### src/rtl/seg_dma_pkg.sv
package seg_dma_pkg;

    typedef enum logic [1:0] {
        XFER_NONE  = 2'd0,
        XFER_READ  = 2'd1,
        XFER_WRITE = 2'd2
    } xfer_e;

    localparam logic [7:0] OP_RD_RETIRE = 8'h08;
    localparam logic [7:0] OP_WR_RETIRE = 8'h07;
    localparam logic [3:0] OP_RD_BASE   = 4'h4;
    localparam logic [3:0] OP_WR_BASE   = 4'h3;

    // Upper-nibble lane codes allowed on streaming commands.
    function automatic logic lane_code_ok(input logic [3:0] hi);
        return (hi == 4'h0) || (hi == 4'h1) || (hi == 4'h2) ||
               (hi == 4'h5) || (hi == 4'hA);
    endfunction

    function automatic xfer_e decode_xfer(input logic [7:0] op);
        xfer_e k;
        k = XFER_NONE;
        if (lane_code_ok(op[7:4])) begin
            if (op[3:0] == OP_RD_BASE)      k = XFER_READ;
            else if (op[3:0] == OP_WR_BASE) k = XFER_WRITE;
        end
        return k;
    endfunction

endpackage

### src/rtl/seg_dma_cmd.sv
module seg_dma_cmd
    import seg_dma_pkg::*;
(
    input  logic       clk,
    input  logic       rst_n,
    input  logic       cmd_vld,
    input  logic [7:0] cmd,
    input  logic       cs_end,
    output xfer_e      act,
    output logic       rd_retire,
    output logic       wr_retire
);

    typedef struct packed {
        xfer_e act;
    } cmd_state_t;

    cmd_state_t s_d, s_q;

    always_comb begin
        s_d = s_q;
        if (cmd_vld)     s_d.act = decode_xfer(cmd);
        else if (cs_end) s_d.act = XFER_NONE;
    end

    always_ff @(posedge clk or negedge rst_n) begin
        if (!rst_n) s_q <= '{act: XFER_NONE};
        else        s_q <= s_d;
    end

    assign act       = s_q.act;
    assign rd_retire = cmd_vld && (cmd == OP_RD_RETIRE);
    assign wr_retire = cmd_vld && (cmd == OP_WR_RETIRE);

    assert_cs_end_idle_R10: assert property (@(posedge clk) disable iff (!rst_n)
        (cs_end && !cmd_vld) |=> (act == XFER_NONE));

    assert_act_from_cmd_R2: assert property (@(posedge clk) disable iff (!rst_n)
        ((act != XFER_NONE) && !$stable(act)) |-> $past(cmd_vld));

endmodule

### src/rtl/seg_dma_chan.sv
module seg_dma_chan #(
    parameter int LEN_W = 13
) (
    input  logic             clk,
    input  logic             rst_n,
    input  logic             retire,
    input  logic             load,
    input  logic [LEN_W-1:0] load_len,
    input  logic             stb,
    output logic [LEN_W-1:0] pos,
    output logic             loaded,
    output logic             in_range,
    output logic             ovr_flag,
    output logic             done,
    output logic [LEN_W-1:0] count
);

    typedef struct packed {
        logic             loaded;
        logic [LEN_W-1:0] len;
        logic [LEN_W-1:0] pos;
        logic             flag;
        logic             done;
        logic [LEN_W-1:0] count;
    } chan_state_t;

    chan_state_t s_d, s_q;
    logic        avail;

    assign avail = s_q.loaded && (s_q.pos < s_q.len);

    always_comb begin
        s_d      = s_q;
        s_d.done = 1'b0;
        if (retire) begin
            s_d.done   = 1'b1;
            s_d.count  = s_q.pos;
            s_d.pos    = '0;
            s_d.loaded = 1'b0;
        end else if (load && !s_q.loaded) begin
            s_d.loaded = 1'b1;
            s_d.len    = load_len;
            s_d.pos    = '0;
            s_d.flag   = 1'b0;
        end else if (stb) begin
            if (avail)            s_d.pos  = s_q.pos + LEN_W'(1);
            else if (s_q.loaded)  s_d.flag = 1'b1;
        end
    end

    always_ff @(posedge clk or negedge rst_n) begin
        if (!rst_n) s_q <= '0;
        else        s_q <= s_d;
    end

    assign pos      = s_q.pos;
    assign loaded   = s_q.loaded;
    assign in_range = avail;
    assign ovr_flag = s_q.flag;
    assign done     = s_q.done;
    assign count    = s_q.count;

    assert_pos_bound_R5: assert property (@(posedge clk) disable iff (!rst_n)
        s_q.loaded |-> (s_q.pos <= s_q.len));

    assert_retire_empties_R7: assert property (@(posedge clk) disable iff (!rst_n)
        retire |=> (!s_q.loaded && (s_q.pos == '0) && s_q.done));

    assert_busy_load_ignored_R8: assert property (@(posedge clk) disable iff (!rst_n)
        (load && s_q.loaded && !retire) |=> $stable(s_q.len));

    assert_overrun_cause_R5: assert property (@(posedge clk) disable iff (!rst_n)
        $rose(s_q.flag) |-> $past(stb && s_q.loaded && !avail));

    assert_unloaded_hold_R9: assert property (@(posedge clk) disable iff (!rst_n)
        (stb && !s_q.loaded && !retire && !load) |=> ($stable(s_q.pos) && $stable(s_q.flag)));

endmodule

### src/rtl/seg_dma_buf_ctrl.sv
module seg_dma_buf_ctrl
    import seg_dma_pkg::*;
#(
    parameter int         LEN_W = 13,
    parameter logic [7:0] FILL  = 8'hFF
) (
    input  logic             clk,
    input  logic             rst_n,
    input  logic             fe_cmd_vld,
    input  logic [7:0]       fe_cmd,
    input  logic             fe_cs_end,
    input  logic             fe_rd_stb,
    output logic [7:0]       fe_rd_data,
    input  logic             fe_wr_stb,
    input  logic [7:0]       fe_wr_data,
    input  logic             lcl_rd_load,
    input  logic [LEN_W-1:0] lcl_rd_len,
    output logic [LEN_W-1:0] lcl_rd_addr,
    input  logic [7:0]       lcl_rd_data,
    input  logic             lcl_wr_arm,
    input  logic [LEN_W-1:0] lcl_wr_len,
    output logic             lcl_wr_en,
    output logic [LEN_W-1:0] lcl_wr_addr,
    output logic [7:0]       lcl_wr_data,
    output logic             rd_loaded,
    output logic             wr_armed,
    output logic             rd_overrun,
    output logic             wr_overflow,
    output logic             rd_done,
    output logic [LEN_W-1:0] rd_count,
    output logic             wr_done,
    output logic [LEN_W-1:0] wr_count
);

    localparam int N_CH  = 2;
    localparam int CH_RD = 0;
    localparam int CH_WR = 1;

    xfer_e act;
    logic  rd_retire, wr_retire;

    logic [N_CH-1:0]  retire_v, load_v, stb_v;
    logic [LEN_W-1:0] len_v   [N_CH];
    logic [LEN_W-1:0] pos_v   [N_CH];
    logic [LEN_W-1:0] cnt_v   [N_CH];
    logic [N_CH-1:0]  loaded_v, inrng_v, flag_v, done_v;

    seg_dma_cmd i_cmd (
        .clk       (clk),
        .rst_n     (rst_n),
        .cmd_vld   (fe_cmd_vld),
        .cmd       (fe_cmd),
        .cs_end    (fe_cs_end),
        .act       (act),
        .rd_retire (rd_retire),
        .wr_retire (wr_retire)
    );

    always_comb begin
        retire_v[CH_RD] = rd_retire;
        retire_v[CH_WR] = wr_retire;
        load_v[CH_RD]   = lcl_rd_load;
        load_v[CH_WR]   = lcl_wr_arm;
        len_v[CH_RD]    = lcl_rd_len;
        len_v[CH_WR]    = lcl_wr_len;
        stb_v[CH_RD]    = fe_rd_stb && (act == XFER_READ);
        stb_v[CH_WR]    = fe_wr_stb && (act == XFER_WRITE);
    end

    for (genvar g = 0; g < N_CH; g++) begin : g_chan
        seg_dma_chan #(.LEN_W(LEN_W)) i_chan (
            .clk      (clk),
            .rst_n    (rst_n),
            .retire   (retire_v[g]),
            .load     (load_v[g]),
            .load_len (len_v[g]),
            .stb      (stb_v[g]),
            .pos      (pos_v[g]),
            .loaded   (loaded_v[g]),
            .in_range (inrng_v[g]),
            .ovr_flag (flag_v[g]),
            .done     (done_v[g]),
            .count    (cnt_v[g])
        );
    end

    assign fe_rd_data  = ((act == XFER_READ) && inrng_v[CH_RD]) ? lcl_rd_data : FILL;
    assign lcl_rd_addr = pos_v[CH_RD];

    assign lcl_wr_en   = stb_v[CH_WR] && inrng_v[CH_WR];
    assign lcl_wr_addr = pos_v[CH_WR];
    assign lcl_wr_data = fe_wr_data;

    assign rd_loaded   = loaded_v[CH_RD];
    assign wr_armed    = loaded_v[CH_WR];
    assign rd_overrun  = flag_v[CH_RD];
    assign wr_overflow = flag_v[CH_WR];
    assign rd_done     = done_v[CH_RD];
    assign wr_done     = done_v[CH_WR];
    assign rd_count    = cnt_v[CH_RD];
    assign wr_count    = cnt_v[CH_WR];

    assert_wr_en_armed_R6: assert property (@(posedge clk) disable iff (!rst_n)
        lcl_wr_en |-> (wr_armed && fe_wr_stb));

    assert_rd_retire_done_R7: assert property (@(posedge clk) disable iff (!rst_n)
        (fe_cmd_vld && (fe_cmd == OP_RD_RETIRE)) |=> (rd_done && !rd_loaded));

    assert_wr_retire_done_R7: assert property (@(posedge clk) disable iff (!rst_n)
        (fe_cmd_vld && (fe_cmd == OP_WR_RETIRE)) |=> (wr_done && !wr_armed));

    assert_filler_unloaded_R9: assert property (@(posedge clk) disable iff (!rst_n)
        !rd_loaded |-> (fe_rd_data == FILL));

endmodule

### config.mk
export PLATFORM = sky130hd
export DESIGN_NAME = seg_dma_buf_ctrl
export DESIGN_NICKNAME = d
export VERILOG_FILES = /design/src/rtl/seg_dma_pkg.sv /design/src/rtl/seg_dma_cmd.sv /design/src/rtl/seg_dma_chan.sv /design/src/rtl/seg_dma_buf_ctrl.sv
export SDC_FILE = /design/constraint.sdc
export NUM_CORES = 1
export LEC_CHECK = 0
export BUFFER_PORTS_ARGS = -buffer_cell sky130_fd_sc_hd__buf_4
export CAP_MARGIN = 5
export CORE_MARGIN = 10
export CORE_UTILIZATION = 53
export DETAILED_ROUTE_END_ITERATION = 16
export GPL_ROUTABILITY_DRIVEN = 0
export PLACE_DENSITY = 0.8
export SYNTH_ARGS = -nofsm -noshare
export SYNTH_HDL_FRONTEND = slang
export SYNTH_SLANG_ARGS = --single-unit
### constraint.sdc
create_clock -name clk -period 3.4 [get_ports clk]
set_input_delay 0.68 -clock clk [delete_from_list [all_inputs] [get_ports clk]]
set_output_delay 0.68 -clock clk [all_outputs]
set_load 0.02 [all_outputs]
==> results.cfg <==
[status]
outcome = finished, final reports clean

[synthesis]
syn_nets = 596
yosysUniqueCellTypes = 53
synthTopCellsByArea = dfrtp_1 (43%), buf_4 (9.0%), mux2_2 (6.5%)
synth-edff-count = 0
ys_seq_area_frac = 0.4308
synth.cell_area_sq_um = 4996
syn_area_per_cell_sq_um = 9.758
ys_warn_count = 0
syn_inst = 512
synthArstFlopShare = 1.000
ys.flop_type = dfrtp_1
yosys.area.top_type_share = 0.4308
yosys_register_bits = 86
yosys.area.top_type = dfrtp_1

[placement]
dp_hpwl_um = 9331
portBuffers = 116

[global_route]
overflow = 0
grt_pass1_vias = 3963
grt_usage = 0.1758
grt_pass1_wl_um = 19190
antenna_found_initial = 0
grt_max_degree = 87

[clocking]
clk_pin_slew_ns = 0.09
clk_path_buf_depth = 2
clock_latency_ns = 0.36
numCtsBuffers = 9
clock-sinks = 86
htreeDepth = 3
cts_tree = built
cts_root_buf = clkbuf_8
postCtsHoldBufs = 0

[timing]
fmax_mhz = 300.8
whs_ns = 0.4806
hold_viol_final = 0
min_period_ns = 3.324
worst_pin_slew_ns = 1.077
slew_headroom = 0.2821
finClkSkew_ns = 0.01270
setup_viol = 0
maxSlewViolCount = 0
final.setup.tns_ns = 0
period_share = 0.9777

[die]
die_w_um = 117.1
die_area_sq_um = 13710
placementRows = 35
core_area_sq_um = 9196
initial_core_util = 0.5433
io_pins = 133
die_h_um = 117.1

[drt]
dr.pass1.iters = 4
finalWirelength_um = 12340
drt_iter0_drc = 202
postRouteAntennaNets = 0
via_per_inst = 5.675
vias = 3961
wire_per_inst_um = 17.68
drc = 0

[power]
p_leak_uw = 0.002918
ir_drop_uv = 317.0
p_per_area_nw_per_um2 = 400.6

[layout]
drive_above_1_share = 0.3560
final_nets = 666
layout_common_cells = buf_4 (135), dfrtp_1 (84), nand2_1 (64), inv_1 (39)
layout_commonest_cell = buf_4
area_growth_pct = 18.33
diodes = 0
finish.utilization = 0.6429

[setup_path]
crit_arrival_ns = 2.64
critPathMaxFanout = 8
worst_ep_required_time_ns = 2.72
worst_setup_path_end_kind = output pin
critical_path_class = flop to output pin
critPathLaunchType = flop

[worst_hold_path]
worstHoldPathType = flop to flop

[job]
max_cap_violations = 0
sequential cells by signal (all words and copies together), names as in the netlist:
name	flops
g_chan.i_chan.count	26
i_cmd.act	2
g_chan.i_chan.pos	26
g_chan.i_chan.done	2
g_chan.i_chan.ovr_flag	2
g_chan.i_chan.loaded	2
g_chan.i_chan.s_q	26
cell type report:
cell class | count | area [sq um]
clock buffers | 11 | 141.4
repair buffers | 135 | 1013
flip-flops and latches | 86 | 2155
fillers | 761 | 3284
inverters | 40 | 150.1
well taps | 111 | 138.9
clock inverters | 5 | 106.4
multi-input cells | 310 | 2207
metrics by stage:
step / area, sq um / power [uW] / worst slack (ns) / std cells
2_1_floorplan: 4996 / 1364 / 0.5459 / 512
3_3_place_gp: 5565 / 1478 / 0.3073 / 675
3_5_place_dp: 5565 / 1495 / 0.2505 / 675
4_1_cts: 5832 / 2378 / 0.01074 / 692
5_1_grt: 5912 / 2467 / -0.008799 / 698
6_report: 5912 / 2368 / 0.07591 / 698
cells in the mapped netlist (all sizes together) (9+ instances only):
cell	number
nand2	64
o31ai	15
nor2	13
mux2	29
buf	66
a21oi	29
or4	9
clkbuf	10
dfrtp	86
ha	26
nand4	14
o21ai	26
inv	40
kinds of logic after synthesis:
kind of cell,after synthesis,share of synthesized area
buffers and inverters,116,0.1362
adder cells (fa/ha/maj),26,0.06511
flip-flops,86,0.4308
AO/OA/AOI/OAI,95,0.1207
AND/OR/NAND/NOR,156,0.1738
multiplexers,33,0.07338
worst max-delay path, cell delays in order, from the launching register on:
cell and delay [ns]:
dfrtp_1 0.50, ha_1 0.25, a21oi_1 0.16, o21a_1 0.20
o2111ai_2 0.14, or4b_4 0.59, or2_2 0.29, buf_4 0.16
power breakdown:
| part | internal (uW) | total [uW] | leakage, uW | switching (uW) |
|---|---|---|---|---|
| combinational | 162 | 364 | 0.00166 | 203 |
| sequential | 1080 | 1120 | 0.00114 | 41.8 |
| clock | 510 | 882 | 0.000120 | 372 |
routing by layer:
| metal | vias to the layer above | share of wire | global-route usage |
|---|---|---|---|
| li1 | 1883 | - | - |
| met1 | 1921 | 0.37 | 0.1839 |
| met2 | 130 | 0.55 | 0.3330 |
| met3 | 27 | 0.062 | 0.04383 |
| met4 | 0 | 0.020 | 0.05931 |
| met5 | - | 0 | 0 |
timing repair:
item / 4_1_cts / 5_1_grt
pin swaps: 0 / 4
setup buffers: 1 / 6
endpoints found under the setup margin: 8 / 9
gates resized for setup: 4 / 5
worst paths after layout:
check	from	endpoint	slack, ns	depth (start not counted)
max	g_chan[0].i_chan.pos[5]	fe_rd_data[3]	0.08	7
min	g_chan[0].i_chan.count[5]	g_chan[0].i_chan.count[5]	0.48	2
max reg2reg	g_chan[1].i_chan.pos[10]	g_chan[1].i_chan.pos[2]	0.95	7
min reg2reg	g_chan[0].i_chan.count[5]	g_chan[0].i_chan.count[5]	0.48	2
max in group asynchronous	rst_n	g_chan[0].i_chan.pos[6]	2.17	1
min in group asynchronous	rst_n	g_chan[0].i_chan.count[5]	0.50	1
Note: power is estimated with default switching activity, not from simulation.
